**config.mk**
```make
export PLATFORM = sky130hd
export DESIGN_NAME = pclk_word_calc
export DESIGN_NICKNAME = d
export VERILOG_FILES = /design/src/rtl/pcw_pkg.sv /design/src/rtl/pcw_serial_div.sv /design/src/rtl/pcw_normalize.sv /design/src/rtl/pcw_encode.sv /design/src/rtl/pclk_word_calc.sv
export SDC_FILE = /design/constraint.sdc
export NUM_CORES = 1
export LEC_CHECK = 0
export ABC_AREA = 0
export BUFFER_PORTS_ARGS = -buffer_cell sky130_fd_sc_hd__buf_2
export CORE_MARGIN = 1
export CORE_UTILIZATION = 35
export DETAILED_ROUTE_END_ITERATION = 10
export SYNTH_ARGS = -nofsm -noshare
export SYNTH_HDL_FRONTEND = slang
export SYNTH_SLANG_ARGS = --single-unit
export TNS_END_PERCENT = 100
```
**constraint.sdc**
```tcl
create_clock -name clk -period 19.9 [get_ports clk]
set_input_delay 1.99 -clock clk [delete_from_list [all_inputs] [get_ports clk]]
set_output_delay 1.99 -clock clk [all_outputs]
set_load 0.01 [all_outputs]
```
**src/rtl/pcw_pkg.sv**
```systemverilog
package pcw_pkg;
  typedef enum logic [1:0] {
    ST_IDLE  = 2'd0,
    ST_FREQ  = 2'd1,
    ST_SCALE = 2'd2,
    ST_ROUND = 2'd3
  } pcw_state_e;
endpackage

```
**src/rtl/pcw_serial_div.sv**
```systemverilog
module pcw_serial_div #(
  parameter int W = 32
) (
  input  logic         clk,
  input  logic         rst_n,
  input  logic         load,
  input  logic [W-1:0] dividend,
  input  logic [W-1:0] divisor,
  output logic [W-1:0] quot,
  output logic         fin
);
  localparam int CW = $clog2(W + 1);

  logic [W-1:0]  rem_q, rem_d;
  logic [W-1:0]  quo_q, quo_d;
  logic [W-1:0]  den_q, den_d;
  logic [CW-1:0] cnt_q, cnt_d;
  logic          fin_q, fin_d;
  logic [W:0]    shl, dif;
  logic          ge;

  always_comb begin
    shl   = {rem_q, quo_q[W-1]};
    dif   = shl - {1'b0, den_q};
    ge    = (shl >= {1'b0, den_q});
    rem_d = rem_q;
    quo_d = quo_q;
    den_d = den_q;
    cnt_d = cnt_q;
    fin_d = 1'b0;
    if (load) begin
      rem_d = '0;
      quo_d = dividend;
      den_d = divisor;
      cnt_d = CW'(W);
    end else if (cnt_q != '0) begin
      rem_d = ge ? dif[W-1:0] : shl[W-1:0];
      quo_d = {quo_q[W-2:0], ge};
      cnt_d = cnt_q - 1'b1;
      fin_d = (cnt_q == CW'(1));
    end
  end

  always_ff @(posedge clk or negedge rst_n) begin
    if (!rst_n) begin
      rem_q <= '0;
      quo_q <= '0;
      den_q <= '0;
      cnt_q <= '0;
      fin_q <= 1'b0;
    end else begin
      rem_q <= rem_d;
      quo_q <= quo_d;
      den_q <= den_d;
      cnt_q <= cnt_d;
      fin_q <= fin_d;
    end
  end

  assign quot = quo_q;
  assign fin  = fin_q;
endmodule

```
**src/rtl/pcw_normalize.sv**
```systemverilog
module pcw_normalize #(
  parameter int W      = 32,
  parameter int VCO_LO = 8000,
  parameter int MAX_SH = 3,
  localparam int SHW   = $clog2(MAX_SH + 1)
) (
  input  logic [W-1:0]   f_in,
  output logic [W-1:0]   f_out,
  output logic [SHW-1:0] shift
);
  localparam logic [W-1:0] K_LO = W'(VCO_LO);

  always_comb begin
    f_out = f_in;
    shift = '0;
    for (int k = 0; k < MAX_SH; k++) begin
      if (f_out < K_LO) begin
        f_out = f_out << 1;
        shift = shift + 1'b1;
      end
    end
  end
endmodule

```
**src/rtl/pcw_encode.sv**
```systemverilog
module pcw_encode #(
  parameter int W         = 32,
  parameter int WW        = 16,
  parameter int MAX_SH    = 3,
  parameter int FB_OFS    = 257,
  parameter int CNT_W     = 9,
  parameter int STOP_BITS = 'h1800,
  localparam int SHW      = $clog2(MAX_SH + 1)
) (
  input  logic [W-1:0]   fb_count,
  input  logic [SHW-1:0] shift,
  output logic [WW-1:0]  word
);
  localparam logic [W-1:0] K_OFS  = W'(FB_OFS);
  localparam logic [W-1:0] K_MASK = W'((1 << CNT_W) - 1);
  localparam logic [W-1:0] K_STOP = W'(STOP_BITS);
  localparam logic [W-1:0] K_MSH  = W'(MAX_SH);

  logic [W-1:0] field;

  always_comb begin
    field = (K_MSH - W'(shift)) << CNT_W;
    word  = WW'(K_STOP | field | ((fb_count - K_OFS) & K_MASK));
  end
endmodule

```
**src/rtl/pclk_word_calc.sv**
```systemverilog
module pclk_word_calc
  import pcw_pkg::*;
#(
  parameter int PW       = 32,
  parameter int WW       = 16,
  parameter int MAX_SH   = 3,
  parameter int FREQ_NUM = 100000000,
  parameter int F_MAX    = 15938,
  parameter int F_MIN    = 1000,
  parameter int VCO_LO   = 8000,
  parameter int FB_MUL   = 46000,
  parameter int FB_DIV   = 1432,
  parameter int RND_ADD  = 500,
  parameter int RND_DIV  = 1000
) (
  input  logic            clk,
  input  logic            rst_n,
  input  logic            start,
  input  logic [PW-1:0]   period_ps,
  output logic            done,
  output logic            err,
  output logic [WW-1:0]   word,
  output logic [MAX_SH:0] post_div
);
  localparam int SHW = $clog2(MAX_SH + 1);
  localparam logic [PW-1:0] K_FNUM = PW'(FREQ_NUM);
  localparam logic [PW-1:0] K_FMAX = PW'(F_MAX);
  localparam logic [PW-1:0] K_FMIN = PW'(F_MIN);
  localparam logic [PW-1:0] K_FBM  = PW'(FB_MUL);
  localparam logic [PW-1:0] K_FBD  = PW'(FB_DIV);
  localparam logic [PW-1:0] K_RADD = PW'(RND_ADD);
  localparam logic [PW-1:0] K_RDIV = PW'(RND_DIV);

  pcw_state_e        state_q, state_d;
  logic [SHW-1:0]    sh_q, sh_d;
  logic              done_q, done_d, err_q, err_d;
  logic [WW-1:0]     word_q, word_d;
  logic [MAX_SH:0]   post_q, post_d;
  logic              div_load, div_fin;
  logic [PW-1:0]     div_num, div_den, div_quot;
  logic [PW-1:0]     norm_f;
  logic [SHW-1:0]    norm_sh;
  logic [WW-1:0]     enc_word;
  logic              out_rng;
  logic              idle;

  pcw_serial_div #(.W(PW)) u_div (
    .clk(clk), .rst_n(rst_n), .load(div_load), .dividend(div_num),
    .divisor(div_den), .quot(div_quot), .fin(div_fin)
  );

  pcw_normalize #(.W(PW), .VCO_LO(VCO_LO), .MAX_SH(MAX_SH)) u_norm (
    .f_in(div_quot), .f_out(norm_f), .shift(norm_sh)
  );

  pcw_encode #(.W(PW), .WW(WW), .MAX_SH(MAX_SH)) u_enc (
    .fb_count(div_quot), .shift(sh_q), .word(enc_word)
  );

  assign idle    = (state_q == ST_IDLE);
  assign out_rng = (div_quot > K_FMAX) || (div_quot < K_FMIN);

  always_comb begin
    state_d  = state_q;
    sh_d     = sh_q;
    done_d   = 1'b0;
    err_d    = err_q;
    word_d   = word_q;
    post_d   = post_q;
    div_load = 1'b0;
    div_num  = K_FNUM;
    div_den  = period_ps;
    case (state_q)
      ST_IDLE: begin
        if (start) begin
          if (period_ps == '0) begin
            done_d = 1'b1;
            err_d  = 1'b1;
            word_d = '0;
            post_d = '0;
          end else begin
            div_load = 1'b1;
            state_d  = ST_FREQ;
          end
        end
      end
      ST_FREQ: begin
        if (div_fin) begin
          if (out_rng) begin
            done_d  = 1'b1;
            err_d   = 1'b1;
            word_d  = '0;
            post_d  = '0;
            state_d = ST_IDLE;
          end else begin
            div_load = 1'b1;
            div_num  = K_FBM * norm_f;
            div_den  = K_FBD;
            sh_d     = norm_sh;
            state_d  = ST_SCALE;
          end
        end
      end
      ST_SCALE: begin
        if (div_fin) begin
          div_load = 1'b1;
          div_num  = div_quot + K_RADD;
          div_den  = K_RDIV;
          state_d  = ST_ROUND;
        end
      end
      ST_ROUND: begin
        if (div_fin) begin
          done_d  = 1'b1;
          err_d   = 1'b0;
          word_d  = enc_word;
          post_d  = (MAX_SH+1)'(1) << sh_q;
          state_d = ST_IDLE;
        end
      end
      default: state_d = ST_IDLE;
    endcase
  end

  always_ff @(posedge clk or negedge rst_n) begin
    if (!rst_n) begin
      state_q <= ST_IDLE;
      sh_q    <= '0;
      done_q  <= 1'b0;
      err_q   <= 1'b0;
      word_q  <= '0;
      post_q  <= '0;
    end else begin
      state_q <= state_d;
      sh_q    <= sh_d;
      done_q  <= done_d;
      err_q   <= err_d;
      word_q  <= word_d;
      post_q  <= post_d;
    end
  end

  assign done     = done_q;
  assign err      = err_q;
  assign word     = word_q;
  assign post_div = post_q;
endmodule

```
### Yosys cells after proc, flatten, opt, wreduce, memory -nomap -nowiden

Index checks and enable logic that the tools add are counted.

* add/sub/neg operators: 7
* multiply operators: 1
* $lt $le $gt $ge: 6
* eq/ne operators: 11
* shift operators: 1
* mux-type cells: 59
* bitwise gates (word level): 2
* reduce and logical (&&, ||, !) cells: 9

Operators by type and width (number)
* 32-bit 2-to-1 mux: 14
* 32-bit case mux with 2 select lines: 2
* 32-bit by 13-bit < comparator with 1-bit output, second input constant: 3
* 16-bit 2-to-1 mux: 5
* 16-bit case mux with 3 select lines: 1
* 33-bit by 32-bit >= comparator with 1-bit output: 1
* 32-bit by 9-bit adder with 32-bit output, second input constant: 1
* 32-bit by 14-bit greater-than comparator with 1-bit output, second input constant: 1
* 32-bit zero test: 1
* 32-bit by 10-bit < comparator with 1-bit output, second input constant: 1
* 12-bit by 32-bit multiplier with 28-bit output, first input constant: 1
* 32-bit subtractor: 1
* 4-bit 2-to-1 mux: 5
* 1-bit 2-to-1 mux: 17
* 2-bit 2-to-1 mux: 8
* 16-bit by 9-bit bitwise OR with 16-bit output: 1
* 6-bit 2-to-1 mux: 2
* 4-bit case mux with 3 select lines: 1
* 1-bit case mux with 3 select lines: 3
* 9-bit subtractor, second input constant: 1
* 2-bit by 1-bit inequality test with 1-bit output, second input constant: 4
* 2-bit case mux with 4 select lines: 1
* 6-bit by 1-bit equality test with 1-bit output, second input constant: 1
* 2-bit inequality test, second input constant: 3
* 15 further kinds: 17

* flip-flop bits (word level): 129
* input bits: 35
* output and inout port bits: 22
* logic and storage cells: 107

### Logic depth before layout (Yosys ltp)

* depth in word-level cells: 11
* mapped depth: 30
* gate-level depth less buffers: 28

### Cells and area by module

A second synthesis with hierarchy kept.

* cell total of the unflattened synthesis: 1770
* area, all modules: 15303.4 µm²

By module, submodules not included
* pclk_word_calc: times used 1, cells each 890, area each 7763.7 µm², sequential area each 650.6 µm²
* pcw_serial_div: times used 1, cells each 713, area each 6387.4 µm², sequential area each 2577.5 µm²
* pcw_normalize: times used 1, cells each 138, area each 960.9 µm², sequential area each 0.0 µm²
* pcw_encode: times used 1, cells each 29, area each 191.4 µm², sequential area each 0.0 µm²

### Worst setup path before layout

No wires, ideal clock.

* kind: reg-to-reg
* start point: register u_div.quo_q[20] (netlist: u_div.quot[20])
* end point: register u_div.quo_q[28] (netlist: u_div.quot[28])
* setup time: 0.083 ns
* arrival: 7.186 ns
* data required time: 19.817 ns
* path slack: 12.630 ns
* cell stages (with the launch flop): 26
* buffers on the path: 3
* clock period less this slack: 7.270 ns
* cell sequence: dfrtp_1 buf_6 nor4_4 nand4_2 or4_1 buf_6 mux2i_2 a41oi_4 buf_6 mux2i_1 fa_1 ha_1 fa_1 fa_1 inv_1 fa_1 inv_1 ha_1 a21oi_1 o21ai_0 a221oi_1 o21ai_0 a311oi_1 xnor2_1 a21oi_1 o22ai_1

* cells in the longest elaborated chain, start to end: 11
* elaborated cells on any way between the ends: 20
* those cells by class: 1 x add/sub; 1 x mul; 5 x order compare; 11 x mux; 2 x reduce/logical

Ends and longest elaborated chain
* from (decl): RTL line pcw_serial_div.sv:15 `logic [W-1:0] quo_q, quo_d;`
* from (signal assigned): RTL line pcw_serial_div.sv:53 `quo_q <= quo_d;`
* 32-bit by 13-bit < comparator with 1-bit output: RTL line pcw_normalize.sv:17 `if (f_out < K_LO) begin`
* 32-bit 2-to-1 mux: RTL line pcw_normalize.sv:17
* 32-bit by 13-bit < comparator with 1-bit output: RTL line pcw_normalize.sv:17
* 32-bit 2-to-1 mux: RTL line pcw_normalize.sv:17
* 32-bit by 13-bit < comparator with 1-bit output: RTL line pcw_normalize.sv:17
* 32-bit 2-to-1 mux: RTL line pcw_normalize.sv:17
* 12-bit by 32-bit multiplier with 28-bit output: RTL line pclk_word_calc.sv:97 `div_num = K_FBM * norm_f;`
* 32-bit 2-to-1 mux: RTL line pclk_word_calc.sv:89 `if (out_rng) begin`
* 32-bit 2-to-1 mux: RTL line pclk_word_calc.sv:88 `if (div_fin) begin`
* 32-bit case mux with 2 select lines: RTL line pclk_word_calc.sv:73 `case (state_q)`
* 32-bit 2-to-1 mux: RTL line pcw_serial_div.sv:31 `if (load) begin`

Several ways; a longest one is shown, not always the timed one.
A chain may end at the register's enable or synchronous reset.

### Worst setup path after layout

Same ends and word-level chain as after synthesis.

==> qor.yml <==
status: "completed"
ant_nets: 0
ys.flop_type: "dfrtp_1"
core_um2: 42200
wirelength_mm: 40.7
syn_area_per_cell_um2: 8.34
setup_violations: 0
clk_latency_ns: 0.44
yosysMostFrequentCell: "inv_1"
max_slew_margin_pct: 27.8
top_layer: "met4"
synth-warning-count: 0
vias: 12800
seq_area_frac_synth_pct: 20.8
cts_hold_buf: 0
areaGrowthSynthToFinish_pct: 8.10
rsz0062_at_grt: "no"
clock_tree.buffer_depth: 2
yosys.area_share.xor_xnor_pct: 5.29
track_usage_pct: 18.9
clockRootBuffer: "clkbuf_16"
io_buffers: 53
grt-ovfl-total: 0
synthCells: 1805
io_pins: 57
hp-class: "reg -> reg"
rows: 75
antenna_found_initial: 0
cts_setup_buffers: 0
crit_fanout: 17
synth.area.mux_share_pct: 1.83
vias_per_cell: 5.47
chipHeight_um: 209
grt_max_degree: 104
wl_met3_mm: 2.14
cts_tree: "yes"
synth_adder_area_share_pct: 26.7
die_x_um: 209
first_pass_iters: 7
drtIter0Drc: 1069
ys_ff_latch: 125
finalClockSkew_ns: 0.0185
grt_pass1_vias: 12400
startpoint_type: "flop"
synthArstFlopShare_pct: 100
min_period_ns: 9.11
yosysTopAreaCell: "dfrtp_1"
path_clk_slew_ns: 0.07
synth_area_leaders: "dfrtp_1, fa_1, ha_1"
cts_inserted_buffers: 17
final.period_utilization_pct: 45.8
tns_ns: 0
die-area_um2: 43800
grt_pass1_wl_mm: 66.3
max_freq_ghz: 0.110
drc: 0
start_util_pct: 35.7
met2_wirelength_mm: 18.8
clock_sinks: 125
place_congestion: 0.905
synth_top_area_share_pct: 20.8
num_antenna_cells: 0
final_layout_size_suffix_gt1_share_pct: 8.02
routedWlPerCell_um: 17.4
cp-end-kind: "flop"
critical_path_class: "reg -> reg"
ctsResizeCount: 0
slew_viol_final: 0
yosysUniqueCellTypes: 90
finalHoldViolCount: 0
synth-compound-area-share_pct: 19.9
synth-edff-count: 0
nFillCells: 4263
cts_max_level: 4
worst_pin_slew_ns: 1.08
ys_top_cells_by_count: "inv_1, nand2_1, ha_1"
hpwlAfterDp_mm: 31.0
synth-simple-area-share_pct: 15.5
nets: 2074
syn_area_um2: 15100
cap_viol_max_count: 0
m1WireLength_mm: 18.9
cp.required_ns: 20.25
synth_top_family_by_area: "adder cells"
arrival_ns: 9.45
## per-stage QoR
step | instance area [um2] | instances | setup WS [ns] | hold slack, ns | utilization (%)
finish | 16300 | 2335 | 10.79 | 0.496 | 38.5
global route | 16300 | 2335 | 10.29 | 0.524 | 38.5
CTS | 16300 | 2335 | 10.87 | 0.495 | 38.5
detailed placement | 15600 | 2303 | 10.93 | 0.482 | 37.0
global placement | 15600 | 2303 | 11.29 | 0.474 | 37.0
floorplan | 15100 | 1807 | 12.63 | 0.449 | -
## final timing paths
path / startpoint / endpoint / slack (ns) / cells after the start
min in group asynchronous: rst_n / u_div.den_q[31]$_DFFE_PN0P_ / 1.54 / 1
worst min register to register: u_div.den_q[5]$_DFFE_PN0P_ / u_div.den_q[5]$_DFFE_PN0P_ / 0.50 / 2
worst max-delay path: u_div.quot[20]$_DFFE_PN0P_ / u_div.quot[28]$_DFFE_PN0P_ / 10.79 / 22
worst min-delay path: u_div.den_q[5]$_DFFE_PN0P_ / u_div.den_q[5]$_DFFE_PN0P_ / 0.50 / 2
max in group asynchronous: rst_n / u_div.den_q[2]$_DFFE_PN0P_ / 17.06 / 2
worst max register to register: u_div.quot[20]$_DFFE_PN0P_ / u_div.quot[28]$_DFFE_PN0P_ / 10.79 / 22
## logic make-up (layout without fill, tap and decap cells)
kind of cell	count (synthesis)	in the layout
AND/OR/NAND/NOR	478	478
AO/OA/AOI/OAI	446	446
buffers and inverters	382	371
adder cells (fa/ha/maj)	257	257
flip-flops	125	125
XOR/XNOR	90	90
multiplexers	26	26
other	1	3
## layout make-up
class                      count  area, um2  area share (%)
multi-input combinational   1300      10500            64.3
sequential                   125       3130            19.2
inverter                     278       1040            6.41
tap                          539        674            4.14
clock buffer                  19        453            2.78
timing repair buffer          61        332            2.04
clock inverter                13        186            1.15
## layer usage
layer / track usage [%] / up-vias
li1: - / 6132
met1: 26.6 / 6225
met2: 30.1 / 350
met3: 2.59 / 67
met4: 5.55 / 0
met5: 0 / -
## cells in the final DEF, fill, tap and decap left out, types with 19 or more instances in the layout
cell,netlist,routed
a211oi_1,20,20
a21oi_1,80,79
a22o_1,24,24
a31oi_1,41,41
buf_2,11,52
dfrtp_1,125,125
fa_1,107,107
ha_1,149,149
inv_1,275,275
mux2i_1,19,19
nand2_1,164,164
nand3_1,37,37
nor2_1,105,104
nor3_1,29,29
o21a_1,23,23
o21ai_0,105,105
xnor2_1,66,66
xor2_1,23,23
## critical path: stages, from the launching register on
cell	delay, ns
dfrtp_1	0.60
nor4_4	0.37
nand4_2	0.25
or4_1	0.92
mux2i_2	0.30
a41oi_4	0.72
mux2i_1	0.74
fa_1	0.53
ha_1	0.32
fa_1	0.48
fa_1	0.55
inv_1	0.05
fa_1	0.53
inv_1	0.04
ha_1	0.37
a21oi_1	0.23
o21ai_0	0.12
a221oi_1	0.57
o21ai_0	0.46
a311oi_1	0.42
xnor2_1	0.16
a21oi_1	0.08
o22ai_1	0.17
## sequential cells by signal (all words and copies together) (netlist names), named ones only
register,count
u_div.den_q,32
sh_q,2
u_div.rem_q,32
u_div.cnt_q,6
word,12
u_div.fin,1
done,1
state_q,1
post_div,4
u_div.quot,32
err,1
Power is left out: the tool's default activity adds up to more than one toggle a clock period on the data nets, which glitch-free logic cannot reach.
